<file path="src/rtl/cbar_pkg.sv">
package cbar_pkg;

  function automatic int ipow(input int base, input int ex);
    int r;
    r = 1;
    for (int i = 0; i < ex; i++) r = r * base;
    return r;
  endfunction

  // number of tree levels needed so that fanin**levels >= parts (at least 1)
  function automatic int tree_levels(input int parts, input int fanin);
    int lv;
    int span;
    lv = 1;
    span = fanin;
    while (span < parts) begin
      span = span * fanin;
      lv++;
    end
    return lv;
  endfunction

  // bit offset of level k in the flattened arrival vector
  function automatic int lvl_off(input int k, input int fanin, input int levels);
    int s;
    s = 0;
    for (int m = 0; m < k; m++) s = s + ipow(fanin, levels - m);
    return s;
  endfunction

  // children of node j at level k that cover at least one real participant
  function automatic int live_children(input int k, input int j, input int fanin, input int parts);
    int n;
    int span;
    n = 0;
    span = ipow(fanin, k);
    for (int c = 0; c < fanin; c++)
      if ((j * fanin + c) * span < parts) n++;
    return n;
  endfunction

endpackage

</file>
<file path="src/rtl/cbar_node.sv">
module cbar_node #(
  parameter int FANIN  = 2,
  parameter int RELOAD = 2
) (
  input  logic             clk,
  input  logic             rst,
  input  logic [FANIN-1:0] child_i,
  output logic             done_o
);
  localparam int CW = $clog2(FANIN + 1);

  logic [CW-1:0] cnt;
  logic [CW-1:0] hits;
  logic [CW-1:0] rem;

  assign hits = CW'($countones(child_i));
  assign rem  = cnt - hits;

  // fetch-and-decrement; the last arriver fires upward and the count reloads
  always_ff @(posedge clk) begin
    if (rst) begin
      cnt    <= CW'(RELOAD);
      done_o <= 1'b0;
    end else if ((|child_i) && (rem == '0)) begin
      cnt    <= CW'(RELOAD);
      done_o <= 1'b1;
    end else begin
      cnt    <= rem;
      done_o <= 1'b0;
    end
  end

  // simultaneous arrivals never exceed what is still owed at this node
  a_r6_no_underflow: assert property (@(posedge clk) disable iff (rst)
    hits <= cnt);

endmodule

</file>
<file path="src/rtl/cbar_entry.sv">
module cbar_entry #(
  parameter int NUM_PART = 6
) (
  input  logic                clk,
  input  logic                rst,
  input  logic [NUM_PART-1:0] arrive_i,
  input  logic                clear_i,
  output logic [NUM_PART-1:0] accept_o,
  output logic [NUM_PART-1:0] pend_o,
  output logic [NUM_PART-1:0] dup_o
);
  assign accept_o = arrive_i & ~pend_o;

  always_ff @(posedge clk) begin
    if (rst) begin
      pend_o <= '0;
      dup_o  <= '0;
    end else begin
      dup_o  <= arrive_i & pend_o;
      pend_o <= clear_i ? '0 : (pend_o | accept_o);
    end
  end

  // a duplicate flag only follows an arrival from a pending participant
  a_r5_dup_needs_pending: assert property (@(posedge clk) disable iff (rst)
    (dup_o & ~$past(pend_o)) == '0);

endmodule

</file>
<file path="src/rtl/cbar_release.sv">
module cbar_release #(
  parameter int DEPTH = 3
) (
  input  logic clk,
  input  logic rst,
  input  logic root_i,
  output logic pre_go_o,
  output logic go_o,
  output logic sense_o
);
  logic [DEPTH-1:0] stg;

  generate
    if (DEPTH == 1) begin : g_one
      always_ff @(posedge clk) begin
        if (rst) stg <= '0;
        else     stg <= root_i;
      end
      assign pre_go_o = root_i;
    end else begin : g_many
      always_ff @(posedge clk) begin
        if (rst) stg <= '0;
        else     stg <= {stg[DEPTH-2:0], root_i};
      end
      assign pre_go_o = stg[DEPTH-2];
    end
  endgenerate

  assign go_o = stg[DEPTH-1];

  always_ff @(posedge clk) begin
    if (rst) sense_o <= 1'b0;
    else     sense_o <= sense_o ^ pre_go_o;
  end

  // each release comes with a sense flip
  a_r4_sense_flips: assert property (@(posedge clk) disable iff (rst)
    go_o |-> (sense_o != $past(sense_o)));
  // the release is a single-cycle strobe
  a_r3_single_pulse: assert property (@(posedge clk) disable iff (rst)
    go_o |=> !go_o);

endmodule

</file>
<file path="src/rtl/comb_barrier.sv">
module comb_barrier #(
  parameter int NUM_PART = 6,
  parameter int FANIN    = 2
) (
  input  logic                clk,
  input  logic                rst,
  input  logic [NUM_PART-1:0] arrive_i,
  output logic [NUM_PART-1:0] go_o,
  output logic                sense_o,
  output logic [NUM_PART-1:0] dup_err_o
);
  import cbar_pkg::*;

  localparam int LEVELS = tree_levels(NUM_PART, FANIN);
  localparam int LEAVES = ipow(FANIN, LEVELS);
  localparam int TOT    = lvl_off(LEVELS + 1, FANIN, LEVELS);
  localparam int ROOT   = lvl_off(LEVELS, FANIN, LEVELS);

  logic [NUM_PART-1:0] accept;
  logic [NUM_PART-1:0] pend;
  logic [TOT-1:0]      up;
  logic                pre_go;
  logic                go_all;

  cbar_entry #(.NUM_PART(NUM_PART)) u_entry (
    .clk      (clk),
    .rst      (rst),
    .arrive_i (arrive_i),
    .clear_i  (pre_go),
    .accept_o (accept),
    .pend_o   (pend),
    .dup_o    (dup_err_o)
  );

  // leaf positions; unused ones never pulse and are absent from parent counts
  generate
    for (genvar i = 0; i < LEAVES; i++) begin : g_leaf
      if (i < NUM_PART) begin : g_real
        assign up[i] = accept[i];
      end else begin : g_tied
        assign up[i] = 1'b0;
      end
    end

    for (genvar k = 0; k < LEVELS; k++) begin : g_lvl
      localparam int NK  = ipow(FANIN, LEVELS - 1 - k);
      localparam int OIN = lvl_off(k, FANIN, LEVELS);
      localparam int OUT = lvl_off(k + 1, FANIN, LEVELS);
      for (genvar j = 0; j < NK; j++) begin : g_node
        cbar_node #(
          .FANIN  (FANIN),
          .RELOAD (live_children(k, j, FANIN, NUM_PART))
        ) u_node (
          .clk     (clk),
          .rst     (rst),
          .child_i (up[OIN + j*FANIN +: FANIN]),
          .done_o  (up[OUT + j])
        );
      end
    end
  endgenerate

  cbar_release #(.DEPTH(LEVELS)) u_rel (
    .clk      (clk),
    .rst      (rst),
    .root_i   (up[ROOT]),
    .pre_go_o (pre_go),
    .go_o     (go_all),
    .sense_o  (sense_o)
  );

  assign go_o = {NUM_PART{go_all}};

  // a release implies every participant was pending just before it
  a_r2_release_needs_all: assert property (@(posedge clk) disable iff (rst)
    go_all |-> (&$past(pend)));

endmodule

</file>
<file path="config.mk">
export PLATFORM = sky130hd
export DESIGN_NAME = comb_barrier
export DESIGN_NICKNAME = d
export VERILOG_FILES = /design/src/rtl/cbar_pkg.sv /design/src/rtl/cbar_node.sv /design/src/rtl/cbar_entry.sv /design/src/rtl/cbar_release.sv /design/src/rtl/comb_barrier.sv
export SDC_FILE = /design/constraint.sdc
export NUM_CORES = 1
export LEC_CHECK = 0
export ABC_AREA = 1
export BUFFER_PORTS_ARGS = -buffer_cell sky130_fd_sc_hd__buf_2
export CORE_MARGIN = 4
export CORE_UTILIZATION = 45
export CTS_CLUSTER_SIZE = 10
export DETAILED_ROUTE_END_ITERATION = 10
export GPL_TIMING_DRIVEN = 0
export PLACE_DENSITY = 0.72
export SLEW_MARGIN = 20
export SYNTH_ARGS = -nofsm -noshare
export SYNTH_HDL_FRONTEND = slang
export SYNTH_HIERARCHICAL = 1
export SYNTH_SLANG_ARGS = --single-unit
</file>
<file path="constraint.sdc">
create_clock -name clk -period 2.43 [get_ports clk]
set_input_delay 0.486 -clock clk [delete_from_list [all_inputs] [get_ports clk]]
set_output_delay 0.486 -clock clk [all_outputs]
set_load 0.005 [all_outputs]
</file>
==> results.md <==
Routing
• post-route antenna net violation count: 0
• Vias/cell: 4.352
• drt first-iter violations: 39
• via total after detailed routing: 1484
• detailed-router iteration count before antenna repair: 4
• total routed wirelength: 2960 µm
• detailed-route wire length per cell: 8.680 µm
• number of DRC violations after detailed routing: 0

Global route
• final global-route overflow total: 0
• total global-route track usage: 11.46%
• pin count of the biggest net entering global routing: 33
• via count of the first global-routing pass: 1428
• number of antenna violations at the first check in global routing: 0
• first-pass GRT wire length: 5623 µm

Synthesis
• total standard cell area after synthesis: 0.002084 mm²
• Mean Syn Cell Area: 8.079 µm²
• number of library cell types mapped by synthesis: 19
• fraction of the yosys area taken by sequential cells: 35.53%
• total of flip-flops plus latches after synthesis: 37
• YS warnings: 6
• Gate Count Post-Synth: 258

Floorplanning
• area of the die: 0.005785 mm²
• row count: 24
• die width: 76.06 µm
• number of primary I/O pins: 21
• Placeable Area: 0.004414 mm²
• height of the die: 76.06 µm
• Initial Util: 47.22%

Timing
• worst setup slack after layout: 0.5302 ns
• slew of the pin with the lowest slew margin: 0.6859 ns
• final clock skew: 0.006056 ns
• slew margin rel.: 54.28%
• post-route worst hold slack: 0.4061 ns
• setup repair after global routing missed its margin: false
• endpoints failing hold: 0
• count of pins over their slew limit: 0
• final sum of negative setup slack: 0 ns
• highest achievable clock rate: 526.4 MHz
• final setup vio count: 0
• shortest period the worst path allows: 1.900 ns
• portion of the clock cycle consumed by the worst path in the final layout: 78.18%

Layout
• nets: 324
• layout cells sized above 1: 20.76%
• area occupied by registers: 740.7 µm²
• area used by multi-input combinational logic: 0.001059 mm²
• area grow syn2layout: 12.31%
• Filler cells: 408
• antenna diode instance count: 0

Critical path
• maximum fanout count along the critical path: 3
• arrival time at the worst endpoint: 2.04 ns
• startpoint types: register
• type of the worst setup path: register to register
• kind of end point of the critical path: register
• required time of the critical path: 2.57 ns

Pwr
• sequential fraction of design power: 32.9%
• combinational share of power: 51.0%
• share of total power consumed by net switching: 39.67%
• clock share of power: 16.1%
• Pint: 1.505 mW
• net switching power: 0.9892 mW
• Final Total Pwr: 2.494 mW
• leak pwr: 1.270 nW
• power per unit of standard cell area: 1065 mW/mm²
• Max VDD drop: 0.0004842 V

CTS
• TritonCTS sink count: 37
• TritonCTS clock tree: done
• H-tree depth: 2
• clock buffer count from CTS: 5
• clock input transition at the sequential cells of the worst setup and hold paths: 0.07 ns
• number of instances resized during post-cts repair: 0
• Root Buffer Master: sky130_fd_sc_hd__clkbuf_8
• buffers inserted during post-CTS setup optimization: 0
• maximum buffer depth of the clock tree: 2
• number of buffers added to fix hold violations after cts: 0
• clock network latency to the later pin of the worst-skew pair: 0.28 ns

Place
• Final GP Congestion: 0.7144
• HPWL after detailed placement: 2343 µm
• worst slack at placement: 0.2671 ns
• number of input and output port buffers inserted: 20

Hold path
• type of the worst min-delay path: register to register

Status
• result of the run: completed

Run
• max-capacitance violation count: 0

## state kept, by name, indices dropped and copies added, names as in the netlist
register,count
u_entry/dup_o,6
g_lvl.g_node.u_node/cnt,14
u_entry/pend_o,6
g_lvl.g_node.u_node/done_o,7
u_rel/stg,3
u_rel/sense_o,1
## cells by family (layout without fill, tap and decap cells)
| kind of cell | Yosys count | in the layout | share of synthesized area, % |
|---|---|---|---|
| AND/OR/NAND/NOR | 107 | 107 | 27.01 |
| buffers and inverters | 73 | 101 | 14.23 |
| flip-flops | 37 | 37 | 35.53 |
| adder cells (fa/ha/maj) | 28 | 28 | 19.33 |
| AO/OA/AOI/OAI | 12 | 12 | 3.721 |
| other | 1 | 4 | 0.1799 |
## worst max-delay path, stage by stage, from the launching register on
cell                      delay [ns]
sky130_fd_sc_hd__dfxtp_1        0.36
sky130_fd_sc_hd__nor2_1         0.09
sky130_fd_sc_hd__fa_1           0.57
sky130_fd_sc_hd__inv_1          0.05
sky130_fd_sc_hd__ha_1           0.28
sky130_fd_sc_hd__inv_1          0.04
sky130_fd_sc_hd__nand2_1        0.08
sky130_fd_sc_hd__nand3_2        0.12
sky130_fd_sc_hd__nor2_2         0.13
sky130_fd_sc_hd__nor3_2         0.04
## area by class of cell
cell class	count	share of cell area, %
Multi-Input combinational cell	151	45.22
Sequential cell	37	31.64
Inverter	67	10.74
Timing Repair Buffer	20	4.276
Clock buffer	8	3.421
Tap cell	52	2.779
Buffer	6	1.924
## layout by cell type (no fill, tap or decap), drive strengths merged
cell type	instances
a21oi	3
and2	5
buf	26
clkbuf	8
conb	4
dfxtp	37
fa	7
ha	21
inv	67
nand2	37
nand3	7
nand4	5
nor2	41
nor3	12
o21ai	2
o21bai	7
## cells in the mapped netlist (all sizes together)
master	n	area, µm²
o21ai	2	10.01
a21oi	3	15.01
conb	1	3.750
nand3	7	60.06
nor3	12	120.1
dfxtp	37	740.7
nor2	41	166.4
o21bai	7	52.55
and2	5	43.79
inv	67	251.5
nand4	5	31.28
ha	21	262.8
fa	7	140.1
nand2	37	141.4
buf	6	45.04
## per-stage QoR
step,utilization [%],area [µm²],instances
CTS,53.03,2341,341
floorplan,-,2096,261
global route,53.03,2341,341
detailed placement,51.22,2261,333
global placement,51.22,2261,333
finish,53.03,2341,341
## worst paths after layout
kind	slack, ns	end	cells after the start	start
hold / removal	0.41	u_rel/stg[0]	2	g_lvl[2].g_node[0].u_node/done_o
hold reg to reg	0.41	u_rel/stg[0]	2	g_lvl[2].g_node[0].u_node/done_o
setup reg to reg	0.53	g_lvl[0].g_node[0].u_node/cnt[0]	9	u_entry/pend_o[0]
setup / recovery	0.53	g_lvl[0].g_node[0].u_node/cnt[0]	9	u_entry/pend_o[0]
## power by group through the flow
stage               clock network [mW]  registers, mW  logic, mW
global route                     0.448          0.841       1.50
CTS                              0.421          0.823       1.28
finish                           0.401          0.821       1.27
detailed placement                   0          0.835       1.28
floorplan                            0          0.818       1.09
global placement                     0          0.832       1.22
## per-layer routing
metal | wire length (µm) | GRT usage (%) | vias to the layer above
li1 | - | - | 811
met1 | 1343 | 13.08 | 651
met2 | 1462 | 19.86 | 17
met3 | 111 | 3.664 | 5
met4 | 43 | 4.196 | 0
met5 | 0 | 0 | -
Power figures use the tool's default switching activity.
